File: src/rtl/lot_occ_pkg.sv
package lot_occ_pkg;

   // Sequencer state codes; the values are fixed by the design
   typedef enum logic [2:0] {
      ST_IDLE  = 3'b000,
      ST_CHECK = 3'b001,
      ST_FULL  = 3'b010,
      ST_DECR  = 3'b100,
      ST_CLEAR = 3'b101,
      ST_INCR  = 3'b111
   } occ_state_e;

   // Datapath control word produced by the sequencer
   typedef struct packed {
      logic load;      // write the adder result into the count register
      logic pick_cap;  // operand select: 1 = capacity constant, 0 = constant one
      logic subtract;  // 1 = count minus operand, 0 = count plus operand
   } occ_ctrl_t;

endpackage

File: src/rtl/lot_occ_addsub.sv
module lot_occ_addsub #(
   parameter int WIDTH = 3
) (
   input  logic [WIDTH-1:0] a,
   input  logic [WIDTH-1:0] b,
   input  logic             sub,
   output logic [WIDTH-1:0] sum,
   output logic             cout
);

   logic [WIDTH:0]   carry;
   logic [WIDTH-1:0] b_eff;

   // subtract: invert the operand and inject a carry at the lowest bit
   assign carry[0] = sub;

   for (genvar i = 0; i < WIDTH; i++) begin : g_bit
      assign b_eff[i]   = b[i] ^ sub;
      assign sum[i]     = a[i] ^ b_eff[i] ^ carry[i];
      assign carry[i+1] = (a[i] & b_eff[i]) | (carry[i] & (a[i] ^ b_eff[i]));
   end

   assign cout = carry[WIDTH];

endmodule

File: src/rtl/lot_occ_datapath.sv
module lot_occ_datapath #(
   parameter int CAPACITY = 6,
   parameter int CNT_W    = 3
) (
   input  logic                  clk,
   input  lot_occ_pkg::occ_ctrl_t ctrl,
   output logic [CNT_W-1:0]      total,
   output logic                  res_zero,
   output logic                  res_borrow
);

   localparam logic [CNT_W-1:0] CAP_V = CNT_W'(CAPACITY);
   localparam logic [CNT_W-1:0] ONE_V = CNT_W'(1);

   if ((1 << CNT_W) <= CAPACITY) begin : g_width_bad
      $error("lot_occ_datapath: CNT_W too narrow for CAPACITY");
   end

   logic [CNT_W-1:0] operand;
   logic [CNT_W-1:0] result;
   logic             carry_out;

   // two-way operand select
   assign operand = ctrl.pick_cap ? CAP_V : ONE_V;

   lot_occ_addsub #(.WIDTH(CNT_W)) u_addsub (
      .a    (total),
      .b    (operand),
      .sub  (ctrl.subtract),
      .sum  (result),
      .cout (carry_out)
   );

   // zero flag on the adder result
   assign res_zero   = ~|result;
   // no carry out of a subtraction means the operand exceeded the count
   assign res_borrow = ctrl.subtract & ~carry_out;

   // count register: load enable only, deliberately no clear
   always_ff @(posedge clk) begin
      if (ctrl.load) begin
         total <= result;
      end
   end

endmodule

File: src/rtl/lot_occ_sequencer.sv
module lot_occ_sequencer (
   input  logic                    clk,
   input  logic                    rst,
   input  logic                    enter_req,
   input  logic                    exit_req,
   input  logic                    res_zero,
   input  logic                    res_borrow,
   output lot_occ_pkg::occ_ctrl_t  ctrl,
   output lot_occ_pkg::occ_state_e state,
   output logic                    enter_done,
   output logic                    exit_done,
   output logic                    lot_full
);

   import lot_occ_pkg::*;

   occ_state_e state_q;
   occ_state_e state_d;

   always_comb begin
      ctrl    = '{load: 1'b0, pick_cap: 1'b0, subtract: 1'b0};
      state_d = state_q;
      case (state_q)
         ST_IDLE: begin
            // exit wins over entry; the flags are not consulted here
            if (exit_req) begin
               state_d = ST_DECR;
            end else if (enter_req) begin
               state_d = ST_INCR;
            end
         end
         ST_INCR: begin
            ctrl.load = 1'b1;
            state_d   = ST_CHECK;
         end
         ST_CHECK: begin
            // count minus capacity, register frozen
            ctrl.pick_cap = 1'b1;
            ctrl.subtract = 1'b1;
            state_d       = res_zero ? ST_FULL : ST_IDLE;
         end
         ST_FULL: begin
            if (exit_req) begin
               state_d = ST_DECR;
            end
         end
         ST_DECR: begin
            ctrl.load     = 1'b1;
            ctrl.subtract = 1'b1;
            state_d       = ST_IDLE;
         end
         ST_CLEAR: begin
            // borrow means the count is already zero: stop without writing
            ctrl.subtract = 1'b1;
            ctrl.load     = ~res_borrow;
            if (res_borrow || res_zero) begin
               state_d = ST_IDLE;
            end
         end
         default: begin
            state_d = ST_CLEAR;
         end
      endcase
      if (rst) begin
         state_d = ST_CLEAR;
      end
   end

   always_ff @(posedge clk) begin
      state_q <= state_d;
   end

   assign state      = state_q;
   assign enter_done = (state_q == ST_INCR) & ~rst;
   assign exit_done  = (state_q == ST_DECR) & ~rst;
   assign lot_full   = (state_q == ST_FULL);

endmodule

File: src/rtl/lot_occ_ctrl.sv
module lot_occ_ctrl #(
   parameter int  CAPACITY = 6,
   localparam int CNT_W    = $clog2(CAPACITY + 1)
) (
   input  logic             clk,
   input  logic             rst,
   input  logic             enter_req,
   input  logic             exit_req,
   output logic             enter_done,
   output logic             exit_done,
   output logic             lot_full,
   output logic [CNT_W-1:0] occupancy
);

   import lot_occ_pkg::*;

   if (CAPACITY < 1) begin : g_cap_bad
      $error("lot_occ_ctrl: CAPACITY must be at least 1");
   end

   occ_ctrl_t  dp_ctrl;
   occ_state_e cur_state;
   logic       res_zero;
   logic       res_borrow;

   lot_occ_datapath #(
      .CAPACITY (CAPACITY),
      .CNT_W    (CNT_W)
   ) u_dp (
      .clk        (clk),
      .ctrl       (dp_ctrl),
      .total      (occupancy),
      .res_zero   (res_zero),
      .res_borrow (res_borrow)
   );

   lot_occ_sequencer u_seq (
      .clk        (clk),
      .rst        (rst),
      .enter_req  (enter_req),
      .exit_req   (exit_req),
      .res_zero   (res_zero),
      .res_borrow (res_borrow),
      .ctrl       (dp_ctrl),
      .state      (cur_state),
      .enter_done (enter_done),
      .exit_done  (exit_done),
      .lot_full   (lot_full)
   );

endmodule

File: config.mk
export PLATFORM = sky130hd
export DESIGN_NAME = lot_occ_ctrl
export DESIGN_NICKNAME = d
export VERILOG_FILES = /design/src/rtl/lot_occ_pkg.sv /design/src/rtl/lot_occ_addsub.sv /design/src/rtl/lot_occ_datapath.sv /design/src/rtl/lot_occ_sequencer.sv /design/src/rtl/lot_occ_ctrl.sv
export SDC_FILE = /design/constraint.sdc
export NUM_CORES = 1
export LEC_CHECK = 0
export ABC_AREA = 1
export BUFFER_PORTS_ARGS = -buffer_cell sky130_fd_sc_hd__buf_2
export CAP_MARGIN = 40
export CORE_AREA = 2 2 39 41
export CTS_CLUSTER_DIAMETER = 60
export DETAILED_ROUTE_END_ITERATION = 6
export DIE_AREA = 0 0 41 43
export PLACE_DENSITY = 0.71
export SYNTH_ARGS = -nofsm -noshare
export SYNTH_HDL_FRONTEND = slang
export SYNTH_HIERARCHICAL = 1
export SYNTH_SLANG_ARGS = --single-unit
File: constraint.sdc
create_clock -name clk -period 2.4 [get_ports clk]
set_input_delay 0.24 -clock clk [delete_from_list [all_inputs] [get_ports clk]]
set_output_delay 0.24 -clock clk [all_outputs]
set_load 0.02 [all_outputs]
==> run summary <==
status = completed
Synth cell types = 18
ANT nets after route = 0
MaxCap Viol Count = 0
HP Start = rst
final setup violation count = 0
PortBufs = 9
Pins Over Slew Limit = 0
yosys warns = 6
R2R Path End = u_seq/state[1]
Nets = 111
synthesized instance count = 73
Clock Tree Root = clkbuf_4
DRT Pass-1 Iters = 6
CTS tree = yes
Worst EP required = 2.55 ns
drt wl/cell = 11.0 um
# rows = 14
core area = 1380 um2
Syn Area/Cell = 7.06 um2
layout cells sized above 1 = 57.7%
post-synth top area share = 17.5%
met3 WL post-DR = 50 um
CTS buffer count = 3
Post-synth top flop = edfxtp_1
vias per cell = 4.58
Period minus WS final = 2.39 ns
initial antenna violation count = 0
CP Launch Type = flop
Metal-1 WL = 468 um
Final Core Density = 57.6%
hold_ws = 0.261 ns
Initial Util = 37.3%
Critical Path Sink Type = flop
Worst R2R Setup Slack = 0.01 ns
hold buffer count at CTS = 0
clk_skew = 0.00107 ns
total grt overflow = 0
Clock Sinks = 6
Worst-Skew Late Latency = 0.25 ns
vias in the first global route = 505
Hold/Removal Path Class = primary input to flop
worst hold path depth = 3
number of synthesized flops with an enable pin = 3
P&R area growth vs syn = 54.6%
gpl congestion = 0.759
synthesized area = 515 um2
CP max FO = 4
DR WL met2 = 776 um
Bufs on Longest Clock Path = 2
Fin. Hold Viols = 0
io pins = 10
Async S/R FF share, synth = 0%
measured slew at the worst slew-check pin = 0.212 ns
Clock Pin Slew Worst Setup and Hold Paths = 0.05 ns
Critical Path AT = 2.53 ns
ANT cells = 0
fmax = 419 MHz
initial drt markers = 13
worst r2r path cells = 14
top-count cell post-synth = nand2_1
sequential fraction of the synthesis area = 29.1%
post-route DRC violation count = 0
Chip Height = 43 um
first-pass GRT wire length = 1.99 mm
detailed-route wire length = 1.32 mm
Top Metal Used = met4
Synth Net Count = 79
Max H-tree Level = 1
kind of critical path = flop to flop
Worst slew margin = 85.8%
die area = 1760 um2
#FFs+latches synth = 6
filler cell count in the final layout = 140
synth cell count leaders = nand2_1 (21), inv_1 (16), nor2_2 (6)
Tot GR Track Use = 18.2%
worst hold endpoint = u_seq/state[2]
RSZ-0062 raised after global routing = true
die extent in x = 41 um
cells taking the most area after synthesis = edfxtp_1 (17%), nand2_1 (15%), dfxtp_1 (12%)
post-synth top area cell = edfxtp_1
hpwl dp = 897 um
largest net degree at the start of global routing = 7
worst r2r src = u_seq/state[1]
via count = 550
crit share post-route = 99.5%
[cells in the final DEF (no fill, tap or decap), drive strengths merged]
cell type  Yosys  routed
clkinv         1       1
clkbuf         0       4
nor3           1       1
nor2          11      11
inv           18      18
edfxtp         3       3
fa             2       2
dfxtp          3       3
buf            1      28
nand2         22      22
nand3          7       7
o21a           1       1
o21bai         1       1
nand3b         1       1
nand4          1       1
[flip-flops by register name, summed over array words and instances (netlist names)]
signal       flops
u_dp/total       3
u_seq/state      3
[layout make-up]
type                    count  area [um2]  area share [%]
clock buffers               4        26.3            3.30
inverters                  19        72.6            9.11
multi-input cells          47         330            41.4
flip-flops and latches      6         156            19.6
well taps                  16        20.0            2.51
repair buffers             28         191            24.0
[kinds of logic (layout without fill, tap and decap cells)]
| group | count (synthesis) | count (layout) | share of synthesized area (%) |
|---|---|---|---|
| AO/OA/AOI/OAI | 2 | 2 | 3.64 |
| adder cells (fa/ha/maj) | 2 | 2 | 7.77 |
| buffers and inverters | 20 | 51 | 16.3 |
| flip-flops | 6 | 6 | 29.1 |
| AND/OR/NAND/NOR | 43 | 43 | 43.2 |
[routing by layer]
| layer | GRT usage (%) | vias to the layer above |
|---|---|---|
| li1 | - | 278 |
| met1 | 14.9 | 254 |
| met2 | 32.8 | 16 |
| met3 | 7.85 | 2 |
| met4 | 10.0 | 0 |
| met5 | 0 | - |
[how the worst max path moves through the flow]
| stage | start | to | slack (ns) |
|---|---|---|---|
| 2_1_floorplan | u_seq/state[1] | u_seq/state[0] | 0.04 |
| 3_3_place_gp | u_seq/state[0] | u_seq/state[0] | -0.01 |
| 3_5_place_dp | u_seq/state[0] | u_seq/state[1] | -0.08 |
| 4_1_cts | u_seq/state[0] | u_seq/state[0] | -0.03 |
| 5_1_grt | u_seq/state[1] | u_seq/state[2] | -0.15 |
| 6_report | u_seq/state[1] | u_seq/state[1] | 0.01 |
[worst max-delay path, cell delays in order, from the launching register on]
cell	delay [ns]
dfxtp_4	0.36
nor3_4	0.24
inv_2	0.06
nand2_2	0.08
nand2_2	0.06
fa_2	0.35
inv_2	0.06
fa_1	0.42
inv_1	0.09
nand2_2	0.07
nor2_4	0.09
nand3b_4	0.17
nand3_4	0.09
nor2_4	0.11
nor2_2	0.03
[metrics by stage]
step           instance area, um2  TNS (ns)  setup slack (ns)  instances
3_5_place_dp                  638    -0.215           -0.0838        105
4_1_cts                       766   -0.0530           -0.0267        121
3_3_place_gp                  638   -0.0185           -0.0141        105
5_1_grt                       797    -0.442            -0.153        120
2_1_floorplan                 524         0            0.0392         73
6_report                      797         0            0.0128        120
[timing repair]
action / in CTS / in global routing
pin swaps: 6 / 8
resized for setup: 8 / 11
buffers inserted: 12 / 0
setup endpoints to repair: 3 / 6
Power is not shown: default switching activity piles up to over one toggle a cycle in this logic, so the estimate is an artifact.
